===== src/rtl/xf_pkg.sv =====
package xf_pkg;
  localparam int CAUSE_W = 3;

  typedef enum logic [CAUSE_W-1:0] {
    XC_EXT = 3'd0,
    XC_SYS = 3'd1,
    XC_OVF = 3'd2,
    XC_PGF = 3'd3,
    XC_UND = 3'd4
  } xcause_e;

  typedef struct packed {
    logic               vld;
    logic [CAUSE_W-1:0] code;
  } xrec_t;
endpackage


===== src/rtl/xf_rst_sync.sv =====
module xf_rst_sync (
  input  logic clk_i,
  input  logic rst_ni,
  output logic rst_sync_no
);
  logic [1:0] sync_q;

  always_ff @(posedge clk_i or negedge rst_ni) begin
    if (!rst_ni) sync_q <= 2'b00;
    else         sync_q <= {sync_q[0], 1'b1};
  end

  assign rst_sync_no = sync_q[1];
endmodule


===== src/rtl/xf_stage_track.sv =====
// Carries each instruction's first detected fault alongside it, one record per stage.
module xf_stage_track
  import xf_pkg::*;
#(
  parameter int NCHK = 4
) (
  input  logic                    clk_i,
  input  logic                    rst_ni,
  input  logic                    adv_i,
  input  logic                    kill_i,
  input  logic [NCHK-1:0]         raw_vld_i,
  input  logic [NCHK*CAUSE_W-1:0] raw_code_i,
  output xrec_t                   commit_o
);
  xrec_t [NCHK-1:0] rec_q, rec_d, eff;
  logic             rec_en;

  for (genvar s = 0; s < NCHK; s++) begin : g_eff
    // an earlier record wins over a fresh flag for the same instruction
    assign eff[s] = rec_q[s].vld ? rec_q[s]
                  : xrec_t'{vld: raw_vld_i[s], code: raw_code_i[s*CAUSE_W +: CAUSE_W]};
  end

  for (genvar s = 0; s < NCHK; s++) begin : g_next
    if (s == 0) begin : g_head
      always_comb begin
        if (kill_i)     rec_d[s] = '0;
        else if (adv_i) rec_d[s] = '0;
        else            rec_d[s] = eff[s];
      end
    end else begin : g_body
      always_comb begin
        if (kill_i)     rec_d[s] = '0;
        else if (adv_i) rec_d[s] = eff[s-1];
        else            rec_d[s] = eff[s];
      end
    end
  end

  assign rec_en = adv_i | kill_i | (|raw_vld_i);

  always_ff @(posedge clk_i or negedge rst_ni) begin
    if (!rst_ni)     rec_q <= '0;
    else if (rec_en) rec_q <= rec_d;
  end

  assign commit_o = eff[NCHK-1];
endmodule


===== src/rtl/xf_take_arb.sv =====
// Takes the record sitting at the last faulting stage and builds the flush mask.
module xf_take_arb
  import xf_pkg::*;
#(
  parameter int NSTG = 5,
  localparam int NCHK = NSTG - 1
) (
  input  xrec_t              commit_i,
  input  logic               commit_vld_i,
  output logic               take_o,
  output logic [CAUSE_W-1:0] code_o,
  output logic [NSTG-1:0]    flush_o
);
  assign take_o = commit_i.vld & commit_vld_i;
  assign code_o = commit_i.code;

  for (genvar i = 0; i < NSTG; i++) begin : g_flush
    if (i < NCHK) begin : g_kill
      assign flush_o[i] = take_o;
    end else begin : g_keep
      assign flush_o[i] = 1'b0;
    end
  end
endmodule


===== src/rtl/xf_arch_regs.sv =====
module xf_arch_regs
  import xf_pkg::*;
#(
  parameter int              XLEN       = 32,
  parameter logic [XLEN-1:0] HANDLER_PC = 32'h4000_0040,
  parameter int              PC_STEP    = 4
) (
  input  logic               clk_i,
  input  logic               rst_ni,
  input  logic               take_i,
  input  logic [CAUSE_W-1:0] code_i,
  input  logic [XLEN-1:0]    fault_pc_i,
  input  logic [XLEN-1:0]    nxt_pc_i,
  output logic [XLEN-1:0]    epc_o,
  output logic [CAUSE_W-1:0] cause_o,
  output logic               redir_o,
  output logic [XLEN-1:0]    fetch_pc_o
);
  logic [XLEN-1:0]    epc_q, epc_d;
  logic [CAUSE_W-1:0] cause_q, cause_d;
  logic               redir_q;

  always_comb begin
    epc_d   = fault_pc_i + XLEN'(PC_STEP);
    cause_d = code_i;
  end

  always_ff @(posedge clk_i or negedge rst_ni) begin
    if (!rst_ni) begin
      epc_q   <= '0;
      cause_q <= '0;
    end else if (take_i) begin
      epc_q   <= epc_d;
      cause_q <= cause_d;
    end
  end

  always_ff @(posedge clk_i or negedge rst_ni) begin
    if (!rst_ni) redir_q <= 1'b0;
    else         redir_q <= take_i;
  end

  assign epc_o      = epc_q;
  assign cause_o    = cause_q;
  assign redir_o    = redir_q;
  assign fetch_pc_o = redir_q ? HANDLER_PC : nxt_pc_i;
endmodule


===== src/rtl/xcpt_flush_ctrl.sv =====
module xcpt_flush_ctrl
  import xf_pkg::*;
#(
  parameter int              XLEN       = 32,
  parameter int              NSTG       = 5,
  parameter logic [XLEN-1:0] HANDLER_PC = 32'h4000_0040,
  parameter int              PC_STEP    = 4,
  localparam int             NCHK       = NSTG - 1
) (
  input  logic                    clk_i,
  input  logic                    rst_ni,
  input  logic                    adv_i,
  input  logic [NCHK-1:0]         stg_vld_i,
  input  logic [NCHK-1:0]         xreq_i,
  input  logic [NCHK*CAUSE_W-1:0] xcause_i,
  input  logic [XLEN-1:0]         mem_pc_i,
  input  logic [XLEN-1:0]         nxt_pc_i,
  output logic                    take_o,
  output logic [NSTG-1:0]         flush_o,
  output logic [XLEN-1:0]         epc_o,
  output logic [CAUSE_W-1:0]      cause_o,
  output logic                    redir_o,
  output logic [XLEN-1:0]         fetch_pc_o
);
  logic               rst_n_s;
  logic [NCHK-1:0]    raw_vld;
  logic               commit_vld;
  xrec_t              commit_rec;
  logic               take;
  logic [CAUSE_W-1:0] take_code;

  xf_rst_sync u_rst (
    .clk_i       (clk_i),
    .rst_ni      (rst_ni),
    .rst_sync_no (rst_n_s)
  );

  // flags in bubbles or in the redirect cycle are dropped
  assign raw_vld    = stg_vld_i & xreq_i & {NCHK{~redir_o}};
  assign commit_vld = stg_vld_i[NCHK-1] & ~redir_o;

  xf_stage_track #(.NCHK(NCHK)) u_track (
    .clk_i      (clk_i),
    .rst_ni     (rst_n_s),
    .adv_i      (adv_i),
    .kill_i     (take),
    .raw_vld_i  (raw_vld),
    .raw_code_i (xcause_i),
    .commit_o   (commit_rec)
  );

  xf_take_arb #(.NSTG(NSTG)) u_arb (
    .commit_i     (commit_rec),
    .commit_vld_i (commit_vld),
    .take_o       (take),
    .code_o       (take_code),
    .flush_o      (flush_o)
  );

  xf_arch_regs #(
    .XLEN       (XLEN),
    .HANDLER_PC (HANDLER_PC),
    .PC_STEP    (PC_STEP)
  ) u_regs (
    .clk_i      (clk_i),
    .rst_ni     (rst_n_s),
    .take_i     (take),
    .code_i     (take_code),
    .fault_pc_i (mem_pc_i),
    .nxt_pc_i   (nxt_pc_i),
    .epc_o      (epc_o),
    .cause_o    (cause_o),
    .redir_o    (redir_o),
    .fetch_pc_o (fetch_pc_o)
  );

  assign take_o = take;
endmodule


===== config.mk =====
export PLATFORM = sky130hd
export DESIGN_NAME = xcpt_flush_ctrl
export DESIGN_NICKNAME = d
export VERILOG_FILES = /design/src/rtl/xf_pkg.sv /design/src/rtl/xf_rst_sync.sv /design/src/rtl/xf_stage_track.sv /design/src/rtl/xf_take_arb.sv /design/src/rtl/xf_arch_regs.sv /design/src/rtl/xcpt_flush_ctrl.sv
export SDC_FILE = /design/constraint.sdc
export NUM_CORES = 1
export LEC_CHECK = 0
export BUFFER_PORTS_ARGS = -buffer_cell sky130_fd_sc_hd__buf_4
export CAP_MARGIN = 20
export CORE_MARGIN = 2
export CORE_UTILIZATION = 41
export CTS_CLUSTER_SIZE = 40
export DETAILED_ROUTE_END_ITERATION = 12
export PLACE_DENSITY_LB_ADDON = 0.08
export SETUP_SLACK_MARGIN = 0.02
export SKIP_LAST_GASP = 1
export SYNTH_ARGS = -nofsm -noshare
export SYNTH_HDL_FRONTEND = slang
export SYNTH_SLANG_ARGS = --single-unit

===== constraint.sdc =====
create_clock -name clk_i -period 1.7 [get_ports clk_i]
set_input_delay 0.085 -clock clk_i [delete_from_list [all_inputs] [get_ports clk_i]]
set_output_delay 0.085 -clock clk_i [all_outputs]
set_load 0.05 [all_outputs]

## After elaboration in Yosys (flattened, before gate mapping)

Cells that the tools add are included.
W data, S select, Z words.

| word-level totals | value |
|---|---|
| flip-flop bits (word level) | 54 |
| input bits | 87 |

| cells by class | value |
|---|---|
| reductions and logical operators | 1 |
| bitwise gates (word level) | 7 |
| $add $sub $neg | 1 |
| mux-type cells | 13 |

Operators by type and width:

| operator | number |
|---|---|
| $mux W4 | 12 |
| $add A32 B3 Y32 const B | 1 |
| $mux W32 | 1 |
| $and A4 B4 Y4 | 2 |
| $reduce_or A4 Y1 | 1 |
| $and A1 B1 Y1 | 2 |
| $or A1 B1 Y1 | 2 |
| $not A1 Y1 | 1 |

## Depth between registers and ports, before layout

Gate-level depths: netlist of run 1.

| logic depth | value |
|---|---|
| depth after elaboration | 6 |
| mapped depth | 8 |
| gate-level depth less buffers | 5 |

## Hierarchy

From an unflattened synthesis of run 1, not the netlist that was laid out.

| unflattened totals | value |
|---|---|
| cell total of the unflattened synthesis | 349 |
| area total of the unflattened synthesis | 3196.8 um^2 |

By module, submodules not included:

| module | area an instance (um^2) | sequential area each (um^2) | times used | cells an instance |
|---|---|---|---|---|
| xf_arch_regs | 2087.0 | 900.9 | 1 | 237 |
| xf_stage_track | 944.7 | 400.4 | 1 | 94 |
| xf_take_arb | 70.1 | 0.0 | 1 | 10 |
| xf_rst_sync | 53.8 | 50.0 | 1 | 3 |
| xcpt_flush_ctrl | 41.3 | 0.0 | 1 | 5 |

## Worst setup path after synthesis of run 1

OpenSTA, ideal clock, no wires.

| timing path | value |
|---|---|
| kind | reg2out |
| start | register u_regs.redir_q (netlist: u_regs.redir_o) |
| end | output port flush_o[0] |
| buffers on the path | 4 |
| path slack | -0.877 ns |
| required time | 1.615 ns |
| arrival time | 2.492 ns |
| cell stages (with the launch flop) | 8 |
| cells stage by stage | dfrtp_1 -> clkbuf_1 -> nor2b_1 -> o21ai_0 -> clkbuf_1 -> inv_2 -> clkbuf_1 -> buf_4 |

| on the way | value |
|---|---|
| cells in the longest elaborated chain, start to end | 4 |
| elaborated cells on any way between the ends | 5 |
| those cells by class | mux: 1; bitwise: 4 |

Ends and longest elaborated chain:

| item | line | RTL |
|---|---|---|
| start: declaration | xf_arch_regs.sv:21 | `logic redir_q;` |
| start signal: assignment | xf_arch_regs.sv:40 | `else redir_q <= take_i;` |
| $not A1 Y1 (*) | xcpt_flush_ctrl.sv:39, xcpt_flush_ctrl.sv:40 |  |
| $and A4 B4 Y4 | xcpt_flush_ctrl.sv:39 | `assign raw_vld = stg_vld_i & xreq_i & {NCHK{~redir_o}};` |
| $mux W4 | xf_stage_track.sv:20 | `assign eff[s] = rec_q[s].vld ? rec_q[s]` |
| $and A1 B1 Y1 (*) | xf_take_arb.sv:14 | `assign take_o = commit_i.vld & commit_vld_i;` |
| end: declaration | xcpt_flush_ctrl.sv:19 | `output logic [NSTG-1:0] flush_o,` |

Every way passes the cells marked *; elsewhere a longest branch is shown, timed or not.

## Final worst setup path of run 1

| timing path | value |
|---|---|
| start | input port xreq_i[3] |
| end | register u_track.rec_q[14] (netlist name) |

| on the way | value |
|---|---|
| cells in the longest elaborated chain, start to end | 6 |
| elaborated cells on any way between the ends | 8 |
| those cells by class | mux: 2; bitwise: 5; reduce/logical: 1 |

Ends and longest elaborated chain:

| item | line | RTL |
|---|---|---|
| start: declaration | xcpt_flush_ctrl.sv:14 | `input logic [NCHK-1:0] xreq_i,` |
| $and A4 B4 Y4 (*) (2 in a row) | xcpt_flush_ctrl.sv:39 |  |
| $mux W4 | xf_stage_track.sv:20 |  |
| $and A1 B1 Y1 | xf_take_arb.sv:14 |  |
| $or A1 B1 Y1 (2 in a row) | xf_stage_track.sv:40 | `assign rec_en = adv_i \| kill_i \| (\|raw_vld_i);` |
| end signal: assignment | xf_stage_track.sv:44 | `else if (rec_en) rec_q <= rec_d;` |
| end: declaration | xf_stage_track.sv:15 | `xrec_t [NCHK-1:0] rec_q, rec_d, eff;` |

Marked as above.
A chain may end at the register's enable or synchronous reset.

==> run_results.csv, run 1 <==
group,metric,value,unit
worst_setup_path,path_cells,"dlygate4sd3_1 -> buf_4 -> a22oi_1 -> a31oi_4 -> buf_4 -> and2_1 -> o31ai_1",
sta,period_needed,1.61,ns
worst_setup_path,critPathSlowestCell,"dlygate4sd3_1",
synth,ys_seq_elements,54,
clocking,cts_buffers,5,
synth,synth_edf_count,0,
synth,avgSynthCellArea,9.07,sq um
layout,antenna_cells,0,
global_route,grt_pass1_wl,14200,um
clocking,cts_max_level,2,
global_route,grt_overflow,0,
run_status,status,"complete, no violations",
worst_setup_path,path_buf_inv,3,
synth,synth_area_leaders,"dfrtp_1 (43%), nor2b_1 (6.4%), nand2_1 (4.8%)",
clocking,cts_sinks,54,
clocking,cts-root-buf,"clkbuf_8",
layout,drive_gt1_share,43.2,%
synth,yosysSeqAreaShare,43.2,%
drt,drt-initial-drc-count,102,
sta,tns,0,ns
synth,synth_cells,345,
synth,netlist_area,3130,sq um
placement,portBuffers,159,
drt,vias_per_cell,5.16,
sta,period_share,94.5,%
sta,finalClockSkew,0.0117,ns
worst_setup_path,path_class,"input pin to register",
layout,nets,599,
pwr,p_leak,2.17,nW
drt,first_pass_iters,4,
clocking,insertion_delay,0.30,ns
worst_setup_path,critPathCaptureType,"register",
layout,fillers,636,
synth,synth_top_flop_cell,"dfrtp_1",
flow_run,max_cap_viol_count,0,
worst_setup_path,required,1.91,ns
placement,place_inst,598,
pwr,ir_drop,602,uV
floorplanning,die_h,91.4,um
layout,finish.instance_area,4700,sq um
layout,final_cells,611,
min_path,hp-class,"input pin to register",
sta,hold_slack,0.0450,ns
placement,place_area,4560,sq um
clocking,clk_pin_slew_worst_paths,0.10,ns
worst_setup_path,arrival,1.82,ns
floorplanning,num_rows,31,
worst_setup_path,start_kind,"input pin",
synth,synth.distinct_cells,43,
drt,drt_wl_total,8730,um
placement,gp_congestion,0.838,
sta,setup_violations,0,
synth,synth_top_cell_by_area,"dfrtp_1",
clocking,clk_path_buf_depth,2,
worst_setup_path,crit_path_frequent_cell,"buf_4",
worst_setup_path,crit_fanout,7,
floorplanning,core,7330,sq um
clocking,cts_tree,"done",
synth,yosys.area.top_type_share,43.2,%
floorplanning,design.die.area,8350,sq um
layout,syn_to_final_growth,50.2,%
global_route,antenna_found_initial,0,
drt,antenna_left,0,
floorplanning,fp.dieW,91.4,um
sta,fmaxAchievable,622,MHz
pwr,p_per_area,1100,nW/um^2
synth,syn_nets,433,
placement,dp_hpwl,6790,um
sta,rsz0062_at_grt,"no",
floorplanning,ios,161,
synth,async_flop_share,100,%
drt,remaining_drc_errors,0,
global_route,first_global_vias,2960,
drt,wl_per_cell,14.3,um
sta,hold_viol,0,
pwr,power,5.18,mW
worst_setup_path,critPathMaxStageDelay,0.54,ns
floorplanning,start_util,42.7,%
global_route,gr-usage-all-layers,20.6,%
drt,vias,3155,
worst_setup_path,cp_top_family,"buffers and inverters",
sta,slew_violations,0,
global_route,grt_max_degree,53,
synth,ys.warnings.count,0,
[final timing paths]
check	start	end	slack, ns	cells past startpoint
min in group asynchronous	rst_ni	u_rst.sync_q[1]	0.09	2
max in group asynchronous	u_rst.sync_q[1]	u_regs.redir_o	1.19	1
min reg2reg	u_rst.sync_q[1]	u_track.rec_q[8]	0.26	1
max	xreq_i[3]	u_track.rec_q[14]	0.09	7
max reg2reg	u_track.rec_q[15]	u_regs.epc_o[30]	0.23	5
min	xcause_i[0]	u_track.rec_q[0]	0.05	3
[metal layers]
layer	GRT usage (%)	wire length, um	vias to the layer above
li1	-	-	1558
met3	3.98	513	8
met1	26.0	3680	1478
met5	0	0	-
met4	4.92	94	0
met2	36.4	4450	111
[layout by cell type, fill, tap and decap left out, drive strengths merged, types with 4 or more instances in the layout]
cell / instances
o31ai: 14
or3: 4
inv: 4
o21ai: 23
xor2: 7
a31oi: 20
or4: 14
nor2b: 32
nand3: 16
mux2i: 13
mux2: 11
nand2: 40
dlygate4sd3: 5
nor2: 24
dfrtp: 54
nand4: 8
clkbuf: 8
buf: 181
xnor2: 4
[area by class of cell]
cell class	count	area, sq um	share of cell area [%]
inverters	5	23.8	0.506
multi-input cells	259	1680	35.8
well taps	99	124	2.64
flip-flops and latches	54	1350	28.8
clock buffers	8	80.1	1.70
repair buffers	186	1430	30.5
[power breakdown]
part,total (mW),internal [mW],switching (mW)
registers,1.78,1.59,0.190
clock network,0.689,0.294,0.395
logic,2.72,0.920,1.80
total,5.18,2.80,2.38
[worst register-to-register path, stage by stage, from the launching register on]
cell and delay [ns]:
dfrtp_1 0.49, o21ai_4 0.27, clkinv_4 0.18, buf_4 0.24
nor2_1 0.11, a31oi_1 0.05
[metrics by stage]
step | setup WS (ns) | util, %
CTS | 0.0844 | 63.9
finish | 0.0932 | 64.1
detailed placement | -0.0412 | 62.2
global route | 0.0280 | 64.1
floorplan | -0.0345 | -
global placement | -0.0116 | 62.2
[synth_stat cells (2+ instances only)]
master	n
or4_1	14
nand2_1	40
xnor2_1	4
inv_1	4
o21a_1	3
mux2i_1	13
or3_1	4
nand4_1	6
dfrtp_1	54
nor2b_1	32
conb_1	2
or2_2	3
xor2_1	7
buf_4	5
mux2_2	11
nor2_1	24
a21oi_1	3
clkbuf_1	18
buf_2	2
and2_1	2
nand3_1	15
a31oi_1	19
a211oi_1	2
and4_1	2
and3_1	2
buf_1	2
o31ai_1	14
o21ai_0	23
[what timing repair did]
action,in CTS,in global routing
endpoints found under the hold margin,6,0
hold buffers,5,0
buffers inserted,0,0
resized for setup,0,3
setup endpoints to repair,0,5
[cells by family (layout without fill, tap and decap cells)]
| group | after synthesis | after routing | synth area share, % |
|---|---|---|---|
| DFF | 54 | 54 | 43.2 |
| other | 2 | 2 | 0.240 |
| muxes | 24 | 24 | 8.12 |
| AOI/OAI and AO/OA | 69 | 69 | 14.0 |
| adders and majority gates | 1 | 1 | 0.400 |
| and+or+nand+nor | 152 | 152 | 26.5 |
| xor gates and xnor gates | 11 | 11 | 3.08 |
| buffers and inverters | 32 | 199 | 4.52 |
[sequential cells by signal, indices dropped and copies added (netlist names)]
name,flops
u_regs.epc_o,32
u_track.rec_q,16
u_regs.cause_o,3
u_rst.sync_q,2
u_regs.redir_o,1
(Power assumes the default switching activity.)
==> run 2, diff against run 1 <==
Settings changed: CORE_UTILIZATION 41 to 30.
==> run 2 against run 1 <==
  * Highest routed layer unchanged
  * Wire length rose by 8.4%
  * First-iteration DRC count fell by 6.9%
  * Maximum frequency rose by 0.13%
  * Register-to-register slack barely moved
  * Non-clock buffer count rose by 2
  * Via count did not move
  * Critical endpoint is now flush_o[1]
  * Largest cell class unchanged
==> run_results.csv, run 2 (synthesized netlist as in run 1, its figures left out) <==
group,metric,value,unit
run_status,status,"complete, no violations",
worst_setup_path,required,1.62,ns
layout,layout_commonest_cell,"buf_4",
worst_setup_path,crit_fanout,25,
clocking,cts_tree,"done",
pwr,p_per_area,1100,nW/um^2
clocking,cts_sinks,54,
layout,layout_common_cells,"buf_4 (183), dfrtp_1 (52), nand2_1 (40)",
placement,portBuffers,159,
worst_setup_path,path_class,"register to primary output",
placement,place_inst,636,
sta,rsz0062_at_grt,"yes",
floorplanning,design.die.area,11300,sq um
sta,hold_viol,0,
sta,setup_violations,0,
clocking,cts-root-buf,"clkbuf_8",
flow_run,max_cap_viol_count,0,
global_route,antenna_found_initial,0,
floorplanning,fp.dieW,106,um
worst_setup_path,critPathSlowestCell,"dfrtp_2",
sta,setup_slack,0.0953,ns
drt,drt_wl_total,9460,um
layout,syn_to_final_growth,52.7,%
drt,remaining_drc_errors,0,
placement,dp_hpwl,7100,um
layout,fillers,1014,
clocking,cts_buffers,5,
drt,first_pass_iters,4,
worst_setup_path,start_kind,"register",
drt,vias_per_cell,4.85,
placement,preCtsSetupSlack,-0.0441,ns
drt,vias,3155,
sta,period_needed,1.60,ns
layout,final_cells,651,
drt,wl_per_cell,14.5,um
floorplanning,die_h,106,um
sta,period_share,94.4,%
pwr,p_leak,2.18,nW
layout,nets,602,
layout,finish.instance_area,4780,sq um
floorplanning,ios,161,
global_route,first_global_vias,3076,
floorplanning,start_util,30.6,%
worst_setup_path,critPathMaxStageDelay,0.45,ns
global_route,grt_overflow,0,
pwr,power,5.23,mW
drt,antenna_left,0,
worst_setup_path,arrival,1.52,ns
placement,gp_congestion,0.753,
placement,place_area,4590,sq um
clocking,clk_pin_slew_worst_paths,0.09,ns
layout,utilization,46.7,%
sta,fmaxAchievable,623,MHz
worst_setup_path,critPathCaptureType,"primary output",
clocking,insertion_delay,0.31,ns
global_route,grt_pass1_wl,15300,um
min_path,hp-class,"input pin to register",
clocking,clk_path_buf_depth,2,
global_route,grt_max_degree,28,
clocking,cts_max_level,2,
layout,antenna_cells,0,
sta,slew_violations,0,
layout,multi_input_area,1690,sq um
layout,ff_latch_area,1350,sq um
layout,drive_gt1_share,44.1,%
pwr,ir_drop,491,uV
sta,finalClockSkew,0.0127,ns
floorplanning,core,10200,sq um
worst_setup_path,path_cells,"nor2b_2 -> o21ai_4 -> bufinv_16 -> buf_4",
layout,largest_register_ffs,32,
floorplanning,num_rows,37,
global_route,gr-usage-all-layers,17.0,%
drt,drt-initial-drc-count,95,
[run 2: changes by cell type in the layout (fill, tap and decap cells not counted), sizes merged]
| cell | previous run | this run |
|---|---|---|
| clkinvlp | 0 | 2 |
| buf | 181 | 183 |
| bufinv | 0 | 1 |
| inv | 4 | 5 |
| clkbuf | 8 | 6 |
| clkinv | 1 | 0 |
[run 2: layout make-up]
class	instances	area share (%)
multi-input cells	259	35.3
repair buffers	188	29.8
flip-flops and latches	54	28.3
well taps	136	3.56
clock buffers	6	1.52
inverters	5	0.943
clock inverters	2	0.314
repair inverters	1	0.183
[run 2: per-layer routing]
| layer | GRT usage [%] | part of all wire [%] |
|---|---|---|
| met5 | 0 | 0 |
| met4 | 4.04 | 1.2 |
| met3 | 3.43 | 7.0 |
| met2 | 30.8 | 51 |
| met1 | 20.6 | 41 |
[run 2: report_power, final]
part,internal [mW],leakage [nW],switching [mW]
combinational,0.928,1.50,1.80
sequential,1.59,0.647,0.198
clock,0.291,0.0374,0.431
[run 2: through the flow]
| stage | hold slack [ns] | TNS [ns] |
|---|---|---|
| global placement | -0.119 | -0.0130 |
| CTS | 0.0337 | 0 |
| floorplan | -0.211 | -0.557 |
| global route | 0.0452 | 0 |
| detailed placement | -0.118 | -0.151 |
| finish | 0.0440 | 0 |
[run 2: worst max-delay path, delay by kind of cell, from the launching register on]
family / cells / cell delay (ns)
AOI/OAI and AO/OA: 1 / 0.09
buffers and inverters: 2 / 0.48
DFF: 1 / 0.45
and+or+nand+nor: 1 / 0.19
[run 2: path summary, 6_finish.rpt]
kind / cells after the start / startpoint / to / slack (ns)
worst max register to register: 5 / u_regs.redir_o / u_track.rec_q[1] / 0.23
min in group asynchronous: 2 / rst_ni / u_rst.sync_q[1] / 0.09
worst min register to register: 1 / u_rst.sync_q[1] / u_track.rec_q[10] / 0.27
worst min-delay path: 3 / xcause_i[2] / u_track.rec_q[2] / 0.04
max in group asynchronous: 1 / u_rst.sync_q[1] / u_regs.epc_o[22] / 1.12
worst max-delay path: 4 / u_regs.redir_o / flush_o[1] / 0.1
[run 2: timing repair]
| action | CTS | global route |
|---|---|---|
| gates resized for setup | 5 | 1 |
| pin swaps | 1 | 1 |
| endpoints found under the hold margin | 6 | 0 |
| endpoints found under the setup margin | 5 | 7 |
| setup buffers | 0 | 1 |
| hold buffers | 5 | 0 |
| cloned | 1 | 0 |
